### config.mk
export PLATFORM = sky130hd
export DESIGN_NAME = interval_timer
export DESIGN_NICKNAME = d
export VERILOG_FILES = /design/src/rtl/itmr_pkg.sv /design/src/rtl/itmr_prescaler.sv /design/src/rtl/itmr_counter.sv /design/src/rtl/itmr_tick_gen.sv /design/src/rtl/interval_timer.sv
export SDC_FILE = /design/constraint.sdc
export NUM_CORES = 1
export LEC_CHECK = 0
export BUFFER_PORTS_ARGS = -buffer_cell sky130_fd_sc_hd__buf_4
export CORE_MARGIN = 3
export CORE_UTILIZATION = 55
export DETAILED_ROUTE_END_ITERATION = 12
export PLACE_DENSITY = 0.75
export SLEW_MARGIN = 5
export SYNTH_ARGS = -nofsm -noshare
export SYNTH_HDL_FRONTEND = slang
export SYNTH_HIERARCHICAL = 1
export SYNTH_SLANG_ARGS = --single-unit
### constraint.sdc
create_clock -name clk -period 5.38 [get_ports clk]
set_clock_uncertainty 0.15 [all_clocks]
set_input_delay 0.538 -clock clk [delete_from_list [all_inputs] [get_ports clk]]
set_output_delay 0.538 -clock clk [all_outputs]
set_load 0.01 [all_outputs]
### src/rtl/itmr_pkg.sv
package itmr_pkg;

  // Next prescaler phase: modulo-span increment.
  function automatic int unsigned phase_after(input int unsigned ph, input int unsigned span);
    return (ph + 1 >= span) ? 0 : ph + 1;
  endfunction

  // True on the phase whose next step produces a counter increment.
  function automatic bit is_last_phase(input int unsigned ph, input int unsigned span);
    return ph == span - 1;
  endfunction

  // True when the lowest nbits of v are all ones (a carry leaves them on increment).
  function automatic bit low_bits_full(input int unsigned v, input int unsigned nbits);
    int unsigned mask;
    mask = (32'd1 << nbits) - 32'd1;
    return (v & mask) == mask;
  endfunction

endpackage

### src/rtl/itmr_prescaler.sv
module itmr_prescaler #(
  parameter int PRESCALE = 6,
  localparam int PW = (PRESCALE > 1) ? $clog2(PRESCALE) : 1
) (
  input  logic clk,
  input  logic rst_n,
  input  logic clear,
  input  logic run,
  output logic step
);
  import itmr_pkg::*;

  logic [PW-1:0] phase_q;
  logic          advance;

  assign advance = run && !clear;
  assign step    = advance && is_last_phase(32'(phase_q), PRESCALE);

  always_ff @(posedge clk or negedge rst_n) begin
    if (!rst_n) begin
      phase_q <= '0;
    end else if (clear) begin
      phase_q <= '0;
    end else if (advance) begin
      phase_q <= PW'(phase_after(32'(phase_q), PRESCALE));
    end
  end
endmodule

### src/rtl/itmr_counter.sv
module itmr_counter #(
  parameter int CNT_W = 10
) (
  input  logic             clk,
  input  logic             rst_n,
  input  logic             clear,
  input  logic             step,
  output logic [CNT_W-1:0] count
);
  logic [CNT_W-1:0] count_q;

  always_ff @(posedge clk or negedge rst_n) begin
    if (!rst_n) begin
      count_q <= '0;
    end else if (clear) begin
      count_q <= '0;
    end else if (step) begin
      count_q <= count_q + 1'b1;
    end
  end

  assign count = count_q;
endmodule

### src/rtl/itmr_tick_gen.sv
module itmr_tick_gen #(
  parameter int CNT_W     = 10,
  parameter int SPAN_BITS = 7
) (
  input  logic             clk,
  input  logic             rst_n,
  input  logic             clear,
  input  logic             step,
  input  logic [CNT_W-1:0] count,
  output logic             tick
);
  import itmr_pkg::*;

  logic tick_q;
  logic carry_out;

  // A carry leaves the low SPAN_BITS on this step.
  assign carry_out = step && low_bits_full(32'(count), SPAN_BITS);

  always_ff @(posedge clk or negedge rst_n) begin
    if (!rst_n) begin
      tick_q <= 1'b0;
    end else begin
      tick_q <= carry_out && !clear;
    end
  end

  assign tick = tick_q;
endmodule

### src/rtl/interval_timer.sv
module interval_timer #(
  parameter int PRESCALE       = 6,
  parameter int CNT_W          = 10,
  parameter int RD_W           = 8,
  parameter int FAST_SPAN_BITS = 7
) (
  input  logic            clk,
  input  logic            rst_n,
  input  logic            suspend_enter,
  input  logic            run_en,
  output logic [RD_W-1:0] timer_rdata,
  output logic            tick_fast,
  output logic            tick_slow
);
  localparam int NTICK = 2;
  localparam int TICK_SPAN [NTICK] = '{FAST_SPAN_BITS, CNT_W};

  // Named internal events, visible to the bound checker.
  logic             step_evt;
  logic [CNT_W-1:0] cnt_val;
  logic [NTICK-1:0] tick_vec;

  itmr_prescaler #(.PRESCALE(PRESCALE)) u_presc (
    .clk   (clk),
    .rst_n (rst_n),
    .clear (suspend_enter),
    .run   (run_en),
    .step  (step_evt)
  );

  itmr_counter #(.CNT_W(CNT_W)) u_cnt (
    .clk   (clk),
    .rst_n (rst_n),
    .clear (suspend_enter),
    .step  (step_evt),
    .count (cnt_val)
  );

  for (genvar gi = 0; gi < NTICK; gi++) begin : g_tick
    itmr_tick_gen #(.CNT_W(CNT_W), .SPAN_BITS(TICK_SPAN[gi])) u_tick (
      .clk   (clk),
      .rst_n (rst_n),
      .clear (suspend_enter),
      .step  (step_evt),
      .count (cnt_val),
      .tick  (tick_vec[gi])
    );
  end

  assign timer_rdata = cnt_val[RD_W-1:0];
  assign tick_fast   = tick_vec[0];
  assign tick_slow   = tick_vec[1];
endmodule

# After elaboration in Yosys (flattened, before gate mapping)
# Cells that the tools add are included.
[classes]
addsub = 2
n_lt_le_gt_ge = 1
eq_ne = 3
muxes = 5
n_reduce_logical = 9
[op_table]
columns = ["op", "count"]
rows = [
  ["10-bit 2-to-1 mux", 2],
  ["10-bit by 1-bit adder with 10-bit output (second input constant)", 1],
  ["10-bit == test (second input constant)", 1],
  ["3-bit 2-to-1 mux", 3],
  ["7-bit == test (second input constant)", 1],
  ["1-bit logical AND", 6],
  ["3-bit by 1-bit adder with 4-bit output (second input constant)", 1],
  ["4-bit by 3-bit >= comparator with 1-bit output (second input constant)", 1],
  ["2-bit nonzero test", 2],
  ["3-bit == test (second input constant)", 1],
  ["1-bit logical NOT", 1],
]
[word_totals]
regBits = 15
inputBits = 4
out_inout_bits = 10
elab_cells = 24

# Logic depth before layout (Yosys ltp)
[logic_depth]
word_depth = 5
mapped_depth = 8
depth_no_buf = 7

# By module
# Netlist, hierarchy kept.
[by_module_without_submodules]
columns = ["mod", "instances", "cells_per_inst", "area_per_inst_um2", "seq_area_each_um2"]
rows = [
  ["itmr_counter", 1, 47, 495.5, 250.2],
  ["itmr_prescaler", 1, 21, 190.2, 75.1],
  ["itmr_tick_gen (g_tick[1].u_tick)", 1, 5, 56.3, 25.0],
  ["itmr_tick_gen (g_tick[0].u_tick)", 1, 4, 51.3, 25.0],
]

# Worst setup path before layout
# Ideal clock, no wire load.
[synth_timing]
path_kind = "register to register"
startpoint = "reg u_presc.phase_q[1]"
endpoint = "reg u_cnt.count_q[7], in the netlist u_cnt/count[7]"
setup_time_ns = 0.078
arrival_time_ns = 1.777
required_ns = 5.152
path_slack_ns = 3.375
path_stages_with_launch = 9
path_buffers = 1
synth_period_minus_slack_ns = 2.005
path_cell_list = "dfrtp_1 inv_1 ha_1 nand2_1 nor2_1 buf_4 o2111ai_4 or4_1 a21oi_1"
[synth_between]
elab_chain_cells = 3
[synth_lines]
columns = ["element", "line", "text"]
rows = [
  ["start, declared", "itmr_prescaler.sv:13", "logic [PW-1:0] phase_q;"],
  ["start signal, assigned", "itmr_prescaler.sv:25", "phase_q <= PW'(phase_after(32'(phase_q), PRESCALE));"],
  ["3-bit == test", "itmr_pkg.sv:10", "return ph == span - 1;"],
  ["1-bit logical AND", "itmr_prescaler.sv:17", "assign step = advance && is_last_phase(32'(phase_q), PRESCALE);"],
  ["via step_evt", "interval_timer.sv:19", "logic step_evt;"],
  ["2-bit nonzero test (no source line)", "--", ""],
  ["end signal, assigned", "itmr_counter.sv:18", "count_q <= count_q + 1'b1;"],
  ["end, declared", "itmr_counter.sv:10", "logic [CNT_W-1:0] count_q;"],
]
# The timed path passes the listed nets, and every way through them passes these cells.
# A chain may end at the register's enable or synchronous reset.

# Worst setup path in the final report
[layout_timing]
startpoint = "reg u_presc.phase_q[1]"
endpoint = "reg u_cnt.count_q[8], in the netlist u_cnt/count[8]"
# The elaborated chain is that of the path after synthesis.

==> results.ini <==
[timing]
hold_viol_final = 0
slew_viol_final = 0
clock.fmax_mhz = 403
fin_crit_sh_pct = 46.1
layout_min_cycle_time_ps = 2480
tns_ps = 0
whs_ps = 394
tightestPinTransition_ps = 694
rsz0062_at_grt = false
max_slew_margin_pct = 53.5
fin_ws_ps = 2900
finalSetupViolCount = 0

[setup_path]
crit_type = reg2reg
reg2reg_depth = 7
required_ps = 5440
slowest_delay_ps = 530
cp_slowest_cell = nor2_1
r2r-end = u_cnt/count[8]
startpoint_type = flip-flop
reg2reg_setup_slack_ps = 2900
crit_path_max_fanout = 10
rr_startpoint = u_presc/phase_q[1]
crit_cells = 7
cp_top_family = simple AND/OR/NAND/NOR gates
crit_path_end = u_cnt/count[8]
crit_buf_inv = 1
critical_path_arrival_ps = 2540
critPathLaunch = u_presc/phase_q[1]
end_kind = flip-flop
worstPathCellList = inv_1 > ha_1 > nand2_1 > nor2_1 > o2111ai_4 > or4_1 > a21oi_1

[route]
postRouteAntennaNets = 0
vias_per_cell = 6.29
drtIter0Drc = 25
firstDrtPassIters = 4
wl_per_cell_um = 15.2
vias = 679
route.detailed.drc = 0
wirelength_um = 1640

[logic_synthesis]
ys_seq_elements = 15
syn_avg_cell_area_sq_um = 10.3
syn_inst = 77
syn-num-nets = 84
yosys_warnings = 6
synth.distinct_cells = 25
synth_area_leaders = dfrtp_1 47%, o31ai_1 5.7%, ha_1 4.7%
netlist_area_sq_um = 793
yosysSeqAreaShare_pct = 47.3
synth_top_area_share_pct = 47.3
synth_largest_area_cell = dfrtp_1

[power_and_ir_drop]
finalPower_mw = 0.191
switching_share_pct = 23.5
clockPowerShare_pct = 33.2
combPwrFrac_pct = 6.5
seqPwrFrac_pct = 60.4
power.leakage_nw = 0.390
p_int_mw = 0.146
vdd_drop_max_uv = 163
p_sw_mw = 0.0450
powerDensity_nw_per_um2 = 205

[place]
place.gp.congestion = 0.771
pre_cts_ws_ps = 2820
io_buffers = 13
place_hpwl_um = 1100

[layout]
diodes = 0
final_cell_mix = 15 x dfrtp_1, 13 x buf_4, 8 x nand2_1, 8 x nor2_1, 7 x a21oi_1
finish.utilization_pct = 70.2
final_layout_size_suffix_gt1_share_pct = 23.7
syn2layout_area_growth_pct = 18.0
fillCellCount = 103
nets = 101
mostFrequentLayoutCell = dfrtp_1

[clock_network]
cts_hold_buffers = 1
clkSlewWorstSetupHoldPaths_ps = 90
cts.sinks = 15
cts_resized = 0
htreeDepth = 1
cts_buffer_depth = 2
cts_tree = built
cts_root_buf = clkbuf_4
worst_skew_pair.late_latency_ps = 280
post_cts_buffers = 0
cts_buffers = 3

[die]
core-area_sq_um = 1330
die_area_sq_um = 1930
dieWidth_um = 44.0
rows = 13
die_y_um = 44.0
initial_utilization_pct = 59.5
pin_count = 14

[global_route]
antenna_found_initial = 0
grt_pass1_wl_um = 2770
gr-usage-all-layers_pct = 19.5
grt_pass1_vias = 637
gr-total-overflow = 0
grt_max_degree = 17

[job]
maxCapViolCount = 0

[outcome]
status = finished clean

[worst_hold_path]
hp-class = in2reg

## state kept, by name, summed over array words and instances (netlist names)
register	cells
u_cnt/count	10
u_presc/phase_q	3
g_tick.u_tick/tick	2
## power by group through the flow
| stage | combinational, mW | sequential [mW] | clock (mW) |
|---|---|---|---|
| floorplan | 0.00616 | 0.117 | 0 |
| global placement | 0.0117 | 0.118 | 0 |
| detailed placement | 0.0121 | 0.118 | 0 |
| CTS | 0.0126 | 0.116 | 0.0670 |
| global route | 0.0140 | 0.116 | 0.0697 |
| finish | 0.0124 | 0.116 | 0.0635 |
## synthesized netlist by cell type
master / n
nor2_1: 8
nor3_2: 1
buf_4: 1
inv_1: 1
nand4_1: 6
dfrtp_1: 15
or3_1: 1
and4bb_2: 1
nor4b_2: 1
ha_1: 3
a21oi_1: 7
o2111ai_4: 1
o21ai_0: 2
mux2i_1: 1
clkbuf_1: 1
nand3_1: 1
xor2_1: 3
a31oi_1: 1
nand2_1: 8
o31ai_1: 6
or3_2: 1
xnor2_1: 1
or4_1: 3
nand4b_1: 1
nand2b_1: 2
## metal layers
| layer | track usage (%) | share of wire (%) |
|---|---|---|
| met1 | 26.0 | 44 |
| met2 | 29.9 | 48 |
| met3 | 4.15 | 7.2 |
| met4 | 9.04 | 0.73 |
| met5 | 0 | 0 |
## how the worst min path moves through the flow
stage | cells after the start | to | from | slack, ps
after CTS | 2 | u_cnt/count[7] | suspend_enter | 380
after detailed placement | 1 | u_presc/phase_q[1] | rst_n | 250
final | 2 | u_cnt/count[7] | suspend_enter | 390
after global placement | 1 | u_presc/phase_q[1] | rst_n | 250
after floorplan | 0 | g_tick[0].u_tick/tick | rst_n | 90
after global routing | 2 | u_cnt/count[6] | suspend_enter | 390
## logic make-up after synthesis
logic type      Yosys count  synth area share (%)
simple gates             34                  24.9
compound gates           17                  15.5
flops                    15                  47.3
xor+xnor                  4                  4.42
buf+inv                   3                  1.89
fa+ha+maj                 3                  4.73
mux                       1                  1.26
## per-stage QoR
stage               std cells  cell area, sq um
finish                    108               936
floorplan                  77               793
detailed placement        103               898
global placement          103               898
global route              108               936
CTS                       108               936
## final cells by class
cell class	instances	area (sq um)	share of cell area (%)
tap	15	18.8	2.01
multi-input combinational	59	403	43.0
timing repair buffer	14	108	11.5
clock inverter	1	5.00	0.535
inverter	1	3.75	0.401
sequential	15	375	40.1
clock buffer	3	22.5	2.41
No activity file was read; power rests on OpenSTA's default activity.
